===== src/rtl/wake_pkg.sv =====
package wake_pkg;
  localparam int unsigned ADDR_W = 3;
  localparam logic [ADDR_W-1:0] A_STATUS = 3'd0;
  localparam logic [ADDR_W-1:0] A_CTRL   = 3'd1;
  localparam logic [ADDR_W-1:0] A_LATEN  = 3'd2;
  localparam logic [ADDR_W-1:0] A_LCLR   = 3'd3;
  localparam logic [ADDR_W-1:0] A_INEN   = 3'd4;
  localparam logic [ADDR_W-1:0] A_POL    = 3'd5;
  localparam logic [ADDR_W-1:0] A_RISE   = 3'd6;
  localparam logic [ADDR_W-1:0] A_FALL   = 3'd7;
  // control register bit positions
  localparam int unsigned C_BYPASS = 0;
  localparam int unsigned C_FWVAL  = 1;
  localparam int unsigned C_SRC    = 2;
  // status word positions
  localparam int unsigned S_OVRD = 8;
  localparam int unsigned S_OUT  = 9;
  localparam int unsigned S_WEEK = 16;
  localparam int unsigned S_RTC  = 17;
  localparam int unsigned POL_MASK_LSB = 16;
endpackage


===== src/rtl/wake_sync.sv =====
module wake_sync #(
  parameter int unsigned W      = 1,
  parameter int unsigned STAGES = 2
) (
  input  logic         clk,
  input  logic         rst_n,
  input  logic [W-1:0] d,
  output logic [W-1:0] q
);
  logic [W-1:0] chain [STAGES];

  always_ff @(posedge clk or negedge rst_n) begin
    if (!rst_n) begin
      for (int i = 0; i < STAGES; i++) chain[i] <= '0;
    end else begin
      chain[0] <= d;
      for (int i = 1; i < STAGES; i++) chain[i] <= chain[i-1];
    end
  end

  assign q = chain[STAGES-1];
endmodule


===== src/rtl/wake_filter.sv =====
module wake_filter #(
  parameter int unsigned LEN = 4
) (
  input  logic clk,
  input  logic rst_n,
  input  logic bypass,
  input  logic d,
  output logic q
);
  localparam int unsigned CW = (LEN > 1) ? $clog2(LEN) : 1;
  localparam logic [CW-1:0] LAST = CW'(LEN - 1);

  logic          level;
  logic [CW-1:0] cnt;

  always_ff @(posedge clk or negedge rst_n) begin
    if (!rst_n) begin
      level <= 1'b0;
      cnt   <= '0;
    end else if (d == level) begin
      cnt <= '0;
    end else if (cnt == LAST) begin
      level <= d;
      cnt   <= '0;
    end else begin
      cnt <= cnt + 1'b1;
    end
  end

  assign q = bypass ? d : level;
endmodule


===== src/rtl/wake_track.sv =====
module wake_track (
  input  logic clk,
  input  logic rst_n,
  input  logic en,
  input  logic lat_en,
  input  logic act,
  input  logic lat_clr,
  input  logic rise_clr,
  input  logic fall_clr,
  output logic lat_q,
  output logic rise_q,
  output logic fall_q
);
  logic act_d;
  logic rise_set, fall_set;

  assign rise_set = en &  act & ~act_d;
  assign fall_set = en & ~act &  act_d;

  always_ff @(posedge clk or negedge rst_n) begin
    if (!rst_n) begin
      act_d  <= 1'b0;
      lat_q  <= 1'b0;
      rise_q <= 1'b0;
      fall_q <= 1'b0;
    end else begin
      act_d  <= act;
      lat_q  <= lat_clr ? 1'b0 : (lat_q | (en & lat_en & act));
      rise_q <= (rise_q & ~rise_clr) | rise_set;
      fall_q <= (fall_q & ~fall_clr) | fall_set;
    end
  end
endmodule


===== src/rtl/wake_ctrl.sv =====
module wake_ctrl
  import wake_pkg::*;
#(
  parameter int unsigned NPIN     = 7,
  parameter int unsigned DATA_W   = 32,
  parameter int unsigned SYNC_LEN = 2,
  parameter int unsigned FILT_LEN = 4
) (
  input  logic              clk,
  input  logic              rst_n,
  input  logic [NPIN-1:0]   wake_pin,
  input  logic              ovrd_pin,
  input  logic              week_alarm,
  input  logic              rtc_alarm,
  input  logic              wr_en,
  input  logic [ADDR_W-1:0] wr_addr,
  input  logic [DATA_W-1:0] wr_data,
  input  logic              rd_en,
  input  logic [ADDR_W-1:0] rd_addr,
  output logic              rd_valid,
  output logic [DATA_W-1:0] rd_data,
  output logic              wake_out
);
  localparam int unsigned CTRL_W = 3;

  logic [NPIN-1:0]   pin_s, pin_f, act, eff;
  logic              ovrd_s;
  logic [CTRL_W-1:0] ctrl_q;
  logic [NPIN-1:0]   inen_q, laten_q, pol_q;
  logic [NPIN-1:0]   latch_q, rise_q, fall_q;
  logic [NPIN-1:0]   lat_clr, rise_clr, fall_clr, pol_msk;
  logic [DATA_W-1:0] status_w;

  wake_sync #(.W(NPIN + 1), .STAGES(SYNC_LEN)) u_sync (
    .clk(clk), .rst_n(rst_n),
    .d({ovrd_pin, wake_pin}), .q({ovrd_s, pin_s})
  );

  // decode of write strobes
  always_comb begin
    lat_clr  = '0;
    rise_clr = '0;
    fall_clr = '0;
    pol_msk  = '0;
    if (wr_en) begin
      if (wr_addr == A_LCLR || wr_addr == A_INEN) lat_clr = wr_data[NPIN-1:0];
      if (wr_addr == A_RISE) rise_clr = wr_data[NPIN-1:0];
      if (wr_addr == A_FALL) fall_clr = wr_data[NPIN-1:0];
      if (wr_addr == A_POL)  pol_msk  = wr_data[POL_MASK_LSB +: NPIN];
    end
  end

  always_ff @(posedge clk or negedge rst_n) begin
    if (!rst_n) begin
      ctrl_q  <= '0;
      inen_q  <= '0;
      laten_q <= '0;
      pol_q   <= '1;
    end else begin
      if (wr_en && wr_addr == A_CTRL)  ctrl_q  <= wr_data[CTRL_W-1:0];
      if (wr_en && wr_addr == A_INEN)  inen_q  <= wr_data[NPIN-1:0];
      if (wr_en && wr_addr == A_LATEN) laten_q <= wr_data[NPIN-1:0];
      pol_q <= (pol_q & ~pol_msk) | (wr_data[NPIN-1:0] & pol_msk);
    end
  end

  for (genvar g = 0; g < NPIN; g++) begin : g_pin
    wake_filter #(.LEN(FILT_LEN)) u_filt (
      .clk(clk), .rst_n(rst_n), .bypass(ctrl_q[C_BYPASS]),
      .d(pin_s[g]), .q(pin_f[g])
    );
    assign act[g] = pol_q[g] ? pin_f[g] : ~pin_f[g];
    wake_track u_trk (
      .clk(clk), .rst_n(rst_n), .en(inen_q[g]), .lat_en(laten_q[g]),
      .act(act[g]), .lat_clr(lat_clr[g]), .rise_clr(rise_clr[g]),
      .fall_clr(fall_clr[g]), .lat_q(latch_q[g]), .rise_q(rise_q[g]),
      .fall_q(fall_q[g])
    );
    assign eff[g] = inen_q[g] & (laten_q[g] ? latch_q[g] : act[g]);
  end

  always_ff @(posedge clk or negedge rst_n) begin
    if (!rst_n) wake_out <= 1'b0;
    else        wake_out <= ctrl_q[C_SRC] ? ctrl_q[C_FWVAL] : (|eff);
  end

  always_comb begin
    status_w             = '0;
    status_w[NPIN-1:0]   = eff;
    status_w[S_OVRD]     = ovrd_s;
    status_w[S_OUT]      = wake_out;
    status_w[S_WEEK]     = week_alarm;
    status_w[S_RTC]      = rtc_alarm;
  end

  always_ff @(posedge clk or negedge rst_n) begin
    if (!rst_n) begin
      rd_valid <= 1'b0;
      rd_data  <= '0;
    end else begin
      rd_valid <= rd_en;
      if (rd_en) begin
        rd_data <= '0;
        unique case (rd_addr)
          A_STATUS: rd_data <= status_w;
          A_CTRL:   rd_data[CTRL_W-1:0] <= ctrl_q;
          A_LATEN:  rd_data[NPIN-1:0]   <= laten_q;
          A_LCLR:   rd_data <= '0;
          A_INEN:   rd_data[NPIN-1:0]   <= inen_q;
          A_POL:    rd_data[NPIN-1:0]   <= pol_q;
          A_RISE:   rd_data[NPIN-1:0]   <= rise_q;
          A_FALL:   rd_data[NPIN-1:0]   <= fall_q;
          default:  rd_data <= '0;
        endcase
      end
    end
  end
endmodule


===== config.mk =====
export PLATFORM = sky130hd
export DESIGN_NAME = wake_ctrl
export DESIGN_NICKNAME = d
export VERILOG_FILES = /design/src/rtl/wake_pkg.sv /design/src/rtl/wake_sync.sv /design/src/rtl/wake_filter.sv /design/src/rtl/wake_track.sv /design/src/rtl/wake_ctrl.sv
export SDC_FILE = /design/constraint.sdc
export NUM_CORES = 1
export LEC_CHECK = 0
export ABC_AREA = 1
export ABC_CLOCK_PERIOD_IN_PS = 1500
export CAP_MARGIN = 20
export CORE_UTILIZATION = 35
export DETAILED_ROUTE_END_ITERATION = 8
export DONT_BUFFER_PORTS = 1
export HOLD_SLACK_MARGIN = 0.1
export PLACE_DENSITY = 0.57
export SYNTH_ARGS = -nofsm -noshare
export SYNTH_HDL_FRONTEND = slang
export SYNTH_SLANG_ARGS = --single-unit

===== constraint.sdc =====
create_clock -name clk -period 1.5 [get_ports clk]
set_input_delay 0.3 -clock clk [delete_from_list [all_inputs] [get_ports clk]]
set_output_delay 0.3 -clock clk [all_outputs]
set_load 0.03 [all_outputs]

Word level (Yosys, flattened, before mapping)
Index checks and enable logic that the tools add are counted. Widths: inputs -> output; s select.

Bits in registers: 123. Bits of input ports: 52. Output and inout bits: 34. Word-level logic and storage cells: 283.

Add/subtract/negate cells: 7. Equality and inequality tests: 28. Mux-type cells: 54. Bitwise operators: 130. Reductions and logical operators: 13.

Operators by type and width (count): $and 1x1->1 (63); $mux 7 (8); $not 1->1 (42); $mux 1 (29); $mux 2 (14); $eq 3x3->1 const B (8); $pmux 3 s8 (1); $pmux 4 s6 (1); $or 1x1->1 (21); $add 2x1->2 const B (7); $and 7x7->7 (2); $eq 2x2->1 const B (7); $reduce_and 2->1 (7); $eq 3x2->1 const B (4); $mux 11 (1); $eq 1x1->1 (7); $not 7->7 (1); $or 7x7->7 (1); $reduce_or 7->1 (1); $eq 3x1->1 const B (2); $logic_and 1x1->1 (3); $logic_not 3->1 (1); $logic_or 1x1->1 (1).

Logic depth before layout (Yosys ltp)
Gate-level depths: netlist (run 1).

Word-level depth: 7. Depth in mapped cells: 10.

Modules after synthesis
Synthesis (run 1) repeated with hierarchy kept, for this count alone.

Cells, all modules: 613. Area total of the unflattened synthesis: 4956.0 um^2.

Modules (own cells, without submodules): wake_ctrl (times used 1, cells an instance 379, area each 2472.4 um^2, seq. area each 934.6 um^2); wake_track (times used 7, cells an instance 13, area each 147.6 um^2, seq. area each 100.1 um^2); wake_filter (times used 7, cells an instance 17, area each 141.4 um^2, seq. area each 75.1 um^2); wake_sync (times used 1, cells an instance 24, area each 460.4 um^2, seq. area each 400.4 um^2).

Worst setup path before layout (run 1)
No wires, ideal clock.

Path type: register to register. Start point: register ctrl_q[0]. End point: register wake_out. Data arrival time: 1.048 ns. Data required time: 1.378 ns. Setup slack: 0.330 ns. Stages on the path, launching flop included: 10. Path buffers: 1. Period minus slack after synthesis: 1.170 ns. Cell sequence: dfrtp_1 > buf_4 > nand2_1 > nand2_1 > nand2_1 > nand3_1 > nand2_1 > nand3_1 > nor2_1 > a21oi_1.

Cells in the longest elaborated chain, start to end: 7. Elaborated cells on any way between the ends: 37.

Ends and longest elaborated chain: start: declaration (RTL line wake_ctrl.sv:28) `logic [CTRL_W-1:0] ctrl_q;`; start signal: assignment (RTL line wake_ctrl.sv:60) `if (wr_en && wr_addr == A_CTRL) ctrl_q <= wr_data[CTRL_W-1:0];`; $mux 1 (RTL line wake_filter.sv:30) `assign q = bypass ? d : level;`; $not 1->1 (RTL line wake_ctrl.sv:72) `assign act[g] = pol_q[g] ? pin_f[g] : ~pin_f[g];`; $mux 1 (RTL line wake_ctrl.sv:72); $mux 1 (RTL line wake_ctrl.sv:79) `assign eff[g] = inen_q[g] & (laten_q[g] ? latch_q[g] : act[g]);`; $and 1x1->1 (RTL line wake_ctrl.sv:79); $reduce_or 7->1 * (RTL line wake_ctrl.sv:84) `else wake_out <= ctrl_q[C_SRC] ? ctrl_q[C_FWVAL] : (|eff);`; $mux 1 * (RTL line wake_ctrl.sv:84); end signal: assignment (RTL line wake_ctrl.sv:84); end: declaration (RTL line wake_ctrl.sv:22) `output logic wake_out`.

Every way passes the cells marked *; elsewhere a longest branch is shown, timed or not. A chain may end at the register's enable or synchronous reset.

Worst setup path after layout (run 1)
Start point: register ctrl_q[0]. End point: register rd_data[6].

Cells in the longest elaborated chain, start to end: 6.

Ends and longest elaborated chain: $mux 1 * (RTL line wake_filter.sv:30); $not 1->1 (RTL line wake_ctrl.sv:72); $mux 1 * (RTL line wake_ctrl.sv:72); $mux 1 * (RTL line wake_ctrl.sv:79); $and 1x1->1 * (RTL line wake_ctrl.sv:79); $pmux 4 s6 * (RTL line wake_ctrl.sv:104) `unique case (rd_addr)`; end signal: assignment (RTL line wake_ctrl.sv:105) `A_STATUS: rd_data <= status_w;`; end signal: indexed assignment (RTL line wake_ctrl.sv:106) `A_CTRL: rd_data[CTRL_W-1:0] <= ctrl_q;`; end signal: indexed assignment (RTL line wake_ctrl.sv:107) `A_LATEN: rd_data[NPIN-1:0] <= laten_q;`; end: declaration (RTL line wake_ctrl.sv:21) `output logic [DATA_W-1:0] rd_data,`.

Marked as above.

==> results of run 1 <==
==> area by class of cell <==
type,instances,area [um2],share of cell area [%]
inverters,68,260,4.79
repair buffers,32,325,5.98
clock buffers,12,246,4.53
well taps,172,215,3.96
multi-input cells,356,1730,31.9
clock inverters,4,95.1,1.75
flip-flops and latches,102,2560,47.1
==> layer usage <==
layer	GRT usage [%]	up-vias	share of wire [%]	wire length (um)
li1	-	1749	-	-
met1	22.8	1734	47	5100
met2	24.8	130	44	4730
met3	4.91	17	7.8	842
met4	6.09	0	1.6	176
met5	0	-	0	0
==> timing repair <==
item                                    4_1_cts  5_1_grt
hold endpoints to repair                    131      102
pin swaps                                     0        0
gates cloned                                  0        0
resized for setup                             0       15
endpoints found under the setup margin        1        7
==> sequential cells by signal, indices dropped and copies added, names as in the netlist, 8 cells and up, named ones only <==
name / cells
g_pin.u_filt.cnt: 14
rd_data: 11
u_sync.chain: 8
u_sync.q: 8
==> where the power goes <==
group | switching (mW) | internal [mW]
sequential | 0.622 | 3.59
clock | 0.991 | 1.68
combinational | 1.20 | 0.802
==> placed cells by master (no fill, tap or decap), types with 7 or more instances in the layout <==
cell	synthesis	final
xnor2_1	7	7
nor2_1	22	21
a32oi_1	7	7
dfstp_2	7	7
conb_1	1	21
ha_1	7	7
dlygate4sd3_1	0	24
nor3_1	7	7
o21ai_1	5	7
clkbuf_16	0	9
inv_1	66	66
o31ai_1	7	7
dfrtp_1	95	94
nand2_1	152	151
a21oi_1	8	7
nand3_1	41	40
o21ai_0	59	56
==> final timing paths <==
kind | endpoint | slack [ns]
min in group clk | rd_data[8] | 0.11
max in group asynchronous | async pin | 1.63
max | rd_data[6] | 0.08
min reg2reg | u_sync.q[0] | 0.35
min | g_pin[5].u_filt.cnt[1] | -0.35
max reg2reg | rd_data[6] | 0.08
==> metrics by stage <==
stage,area (um2),utilization [%]
after floorplan,4740,-
after global placement,4820,37.6
after detailed placement,4820,37.6
after CTS,5400,42.1
after global routing,5440,42.4
final,5440,42.4
==> cell families (layout without fill, tap and decap cells) <==
family	after synthesis	in the layout	share of synthesized area (%)
other cells	1	21	0.0804
buf+inv	98	116	9.92
compound gates	91	91	11.0
xor+xnor	7	7	1.31
fa+ha+maj	7	7	1.88
mux	3	3	0.724
flops	102	102	54.9
simple gates	227	227	20.2
==> results.md, run 1 <==
* Total power at 8.88 mW
* Fraction of post-synthesis cell area in the top cell type by area at 51.0%
* Fraction of layout cells with a size suffix above 1 at 7.49%
* P_leak at 2.58 nW
* CP peak stage delay at 0.45 ns
* Port bufs at 0
* CP Buf/Inv Count at 1
* Final setup TNS at 0 ns
* Layout net count at 628
* Worst path slowest cell: dfrtp_2
* Outcome: finished, violations left
* Ant diodes at 0
* Synthesis warning total at 0
* Pin count of the biggest net entering global routing at 103
* Crit Reg-Reg Startpoint: ctrl_q[0]
* Final Setup Violations at 0
* Setup crit end kind: register
* Mapped Cells at 536
* Synthesized area at 4660 um2
* Depth of the most critical reg-to-reg path at 8
* Reg clk slew, reported paths at 0.07 ns
* Clock H-tree levels at 3
* WP data arrival at 1.71 ns
* Worst min path class: input pin to async pin
* Total core area at 12,800 um2
* PwrDens at 1630 nW/um2
* Fillers at 1,291
* Register area share after synthesis at 54.9%
* Dpl hpwl at 7.25 mm
* All-Layer GR Usage at 16.6%
* Fmax at 705 MHz
* Vias in the first global route at 3,445
* Worst Setup SP: ctrl_q[0]
* CP top delay family: simple AND/OR/NAND/NOR gates
* CP Depth at 8
* Startpoint types: register
* Synth unique cells at 27
* Crit path time final at 1.42 ns
* Maxcap violations at 0
* CTS Buf Count at 9
* Top cell types by occurrence after synthesis: nand2_1 (152), dfrtp_1 (95), inv_1 (66)
* Antenna-violating nets left at 0
* Clock Latency Late Sink at 0.35 ns
* Ports at 86
* Area grow syn2layout at 16.6%
* Clk root buf: clkbuf_16
* Total wire length at 10.9 mm
* DIE AREA at 13,800 um2
* Wire per inst at 14.5 um
* Worst vdd ir at 721 uV
* TritonRoute pass-1 iters at 5
* DR vias at 3,630
* FF+latch count, synth at 102
* CTS tree: yes
* Worst slew pin tran at 0.549 ns
* Clock sinks at 102
* Crit-path cells: buf_12 -> nand2_1 -> nand3_1 -> nand3_1 -> nand3_1 -> o21ai_1 -> nand2_1 -> nand2_1
* CTS max path bufs at 2
* Synth area leader: dfrtp_1
* RSZ-0062 raised after global routing: true
* Period utilization at 94.5%
* Cells after DPL at 706
* WP data required at 1.79 ns
* First-pass GRT wire length at 17.9 mm
* Die H at 117 um
* Violated checks: hold timing
* Syn avg cell area at 8.70 um2
* First DRT Iteration DRCs at 210
* Synth top area cells: dfrtp_1 (51%), nand2_1 (12%), o21ai_0 (6.3%)
* CP Class: register to register
* Post-route DRC at 0
* Post-CTS Setup Bufs at 0
* Grt ovf at 0
* Final cell count without fillers at 746
* Slew HR at 63.3%
* Worst Path Max Fanout at 12
* Min Hold Slack at -0.355 ns
* Ys async rst share at 100%
* EDFF count, synth at 0
* Gp weighted congestion at 0.824
* Ys flop type: dfrtp_1
* Setup WS post-layout at 0.0821 ns
* Most frequent cell after synthesis: nand2_1
* Setup WS pre-CTS at 0.0213 ns
* Die width at 117 um
* Antenna violations before repair at 0
* Cts hold-fix bufs at 24
* Vias/cell at 4.87
* Final Max Tran Viols at 0
* Final hold violations at 102
* Initial Utilization at 36.4%
* Clock Skew at 0.00774 ns
* Row count at 41
(Power assumes the default switching activity.)
==> inputs of run 2 (changes only) <==
Settings changed: CORE_ASPECT_RATIO set to 0.5, CORE_MARGIN set to 4.
==> run 2 against run 1 <==
Effect of this change: routed wire length rose by 2.9%; non-clock buffer count is 10 higher; total power decreased by 3.1%; design area increased by 0.28%; the flow still finishes with violations (hold timing).
==> results.md, run 2 (synthesis results as in run 1) <==
* Outcome: finished, violations left
* Violated checks: hold timing
* Net Sw Frac at 32.7% (+1.0 points)
* Largest Register: g_pin.u_filt.cnt
* Cts hold-fix bufs at 25 (+4.2%)
* CTS Buf Count at 9 (unchanged)
* Post-route DRC at 0 (unchanged)
* Clock sinks at 102 (unchanged)
* Vias/cell at 4.70 (-3.4%)
* Worst min path class: input pin to async pin
* WP data required at 1.79 ns (about the same)
* Setup crit end kind: register
* Startpoint types: register
* Worst slew pin tran at 0.544 ns (-0.00493 ns)
* Worst Path Max Fanout at 9 (-3)
* Clock Latency Late Sink at 0.35 ns (about the same)
* DR top layer: met4
* CTS tree: yes
* Ant diodes at 0 (unchanged)
* R2r setup slk at 0.1 ns (+0.02 ns)
* Crit Reg-Reg Startpoint: ctrl_q[0]
* Pin count of the biggest net entering global routing at 103 (unchanged)
* Period utilization at 93.4% (-1.1 points)
* First-pass GRT wire length at 17.9 mm (-0.11%)
* Met2 routed wirelength at 4.97 mm (+4.9%)
* Psw at 2.81 mW (about the same)
* Clock H-tree levels at 3 (unchanged)
* Clk root buf: clkbuf_16
* Area grow syn2layout at 16.9%
* Max reg flops at 14 (unchanged)
* FF-to-FF End: rd_data[6]
* Most frequent cells in the layout: nand2_1 (150), dfrtp_1 (95), inv_1 (66)
* Min Hold Slack at -0.354 ns (+0.000916 ns)
* Die width at 171 um (+46%)
* Row count at 29 (-29%)
* Ports at 86 (unchanged)
* All-Layer GR Usage at 15.3% (-1.3 points)
* Clock Skew at 0.00943 ns (+0.00169 ns)
* Commonest non-fill, non-tap cell in the layout: nand2_1
* Final core utilization at 42.5% (+0.051 points)
* Antenna-violating nets left at 0 (unchanged)
* Initial Utilization at 36.3% (-0.057 points)
* WP data arrival at 1.69 ns (-0.02 ns)
* Combinational share of power at 24.1% (+1.6 points)
* Clock power frac at 27.1% (-2.9 points)
* Fillers at 1,274 (-1.3%)
* Reg clk slew, reported paths at 0.07 ns (about the same)
* Maxcap violations at 0 (unchanged)
* Total core area at 12,800 um2 (+0.16%)
* Slew HR at 63.7% (+0.33 points)
* Final Max Tran Viols at 0 (unchanged)
* Grt ovf at 0 (unchanged)
* Depth of the most critical reg-to-reg path at 9 (+1)
* Port bufs at 0 (unchanged)
* P_leak at 2.61 nW (+1.0%)
* Pint at 5.79 mW (-4.6%)
* CP Class: register to register
* Sequential power share at 48.9% (+1.5 points)
* TritonRoute pass-1 iters at 5 (unchanged)
* Crit path time final at 1.40 ns (-0.0163 ns)
* Final Setup Violations at 0 (unchanged)
* Vias in the first global route at 3,448 (+0.087%)
* Total wire length at 11.2 mm (+2.9%)
* Final hold violations at 102 (unchanged)
* Post-CTS Setup Bufs at 0 (unchanged)
* Layout net count at 638 (+1.6%)
* Wire per inst at 14.8 um (+1.9%)
* Antenna violations before repair at 0 (unchanged)
* Worst vdd ir at 560 uV (-22%)
* WL met1 at 5.37 mm (+5.2%)
* Worst Setup SP: ctrl_q[0]
* Met3 WL post-DR at 762 um (-9.5%)
* First DRT Iteration DRCs at 205 (-2.4%)
* CTS max path bufs at 2 (unchanged)
* Fmax at 713 MHz (+1.2%)
* Fin area at 5450 um2 (+0.28%)
* DR vias at 3,544 (-2.4%)
* Fraction of layout cells with a size suffix above 1 at 8.56% (+1.1 points)
* Gp weighted congestion at 0.826 (+0.28%)
* PwrDens at 1580 nW/um2 (-3.4%)
* DIE AREA at 15,400 um2 (+11%)
* Top flop regs: g_pin.u_filt.cnt (14), rd_data (11)
* RSZ-0062 raised after global routing: true
* Dpl hpwl at 7.74 mm (+6.7%)
* Die H at 89.6 um (-24%)
* Post-DP Area at 4880 um2 (+1.3%)
run 2: per-layer routing:
metal  track usage (%)  up-vias
li1                  -     1774
met1              20.7     1662
met2              24.4       99
met3              4.42        9
met4              4.46        0
met5                 0        -
run 2: power by group through the flow:
stage | Clock (mW) | Sequential, mW | Combinational [mW]
floorplan | 0 | 4.11 | 1.58
global placement | 0 | 4.23 | 1.90
detailed placement | 0 | 4.25 | 1.97
CTS | 2.40 | 4.20 | 2.04
global route | 2.53 | 4.31 | 2.42
finish | 2.33 | 4.20 | 2.07
run 2: worst max path at each step:
stage                            end  slack [ns]  cells after the start
after floorplan             wake_out        0.33                      9
after global placement    rd_data[5]        0.07                      9
after detailed placement  rd_data[6]        0.04                      9
after CTS                 rd_data[6]        0.02                      9
after global routing      rd_data[4]       -0.02                      9
final                     rd_data[6]         0.1                      9
run 2: layout make-up:
cell class	instances	area, um2	share of cell area [%]
flip-flops and latches	102	2560	47.0
clock inverters	1	30.0	0.551
clock buffers	15	258	4.73
repair buffers	42	394	7.23
well taps	170	213	3.90
multi-input cells	356	1740	31.9
inverters	68	255	4.68
run 2: repair_timing:
action,CTS,global route
gates resized for setup,0,11
endpoints found under the hold margin,133,102
endpoints found under the setup margin,0,5
run 2: critical path, cell delays in order, from the launching register on:
cell	delay [ns]
dfrtp_1	0.40
buf_4	0.19
nand2_1	0.07
nand3_1	0.09
nand3_1	0.12
nand3_2	0.10
o21ai_2	0.13
buf_4	0.14
nand2_1	0.05
nand2_1	0.06
run 2: stage by stage:
step | total power [mW] | TNS [ns] | std cells | setup WS [ns]
6_report | 8.60 | 0 | 754 | 0.0984
5_1_grt | 9.25 | -0.0285 | 754 | -0.0192
4_1_cts | 8.64 | 0 | 754 | 0.0195
3_5_place_dp | 6.22 | 0 | 713 | 0.0395
3_3_place_gp | 6.14 | 0 | 713 | 0.0746
2_1_floorplan | 5.69 | 0 | 556 | 0.330
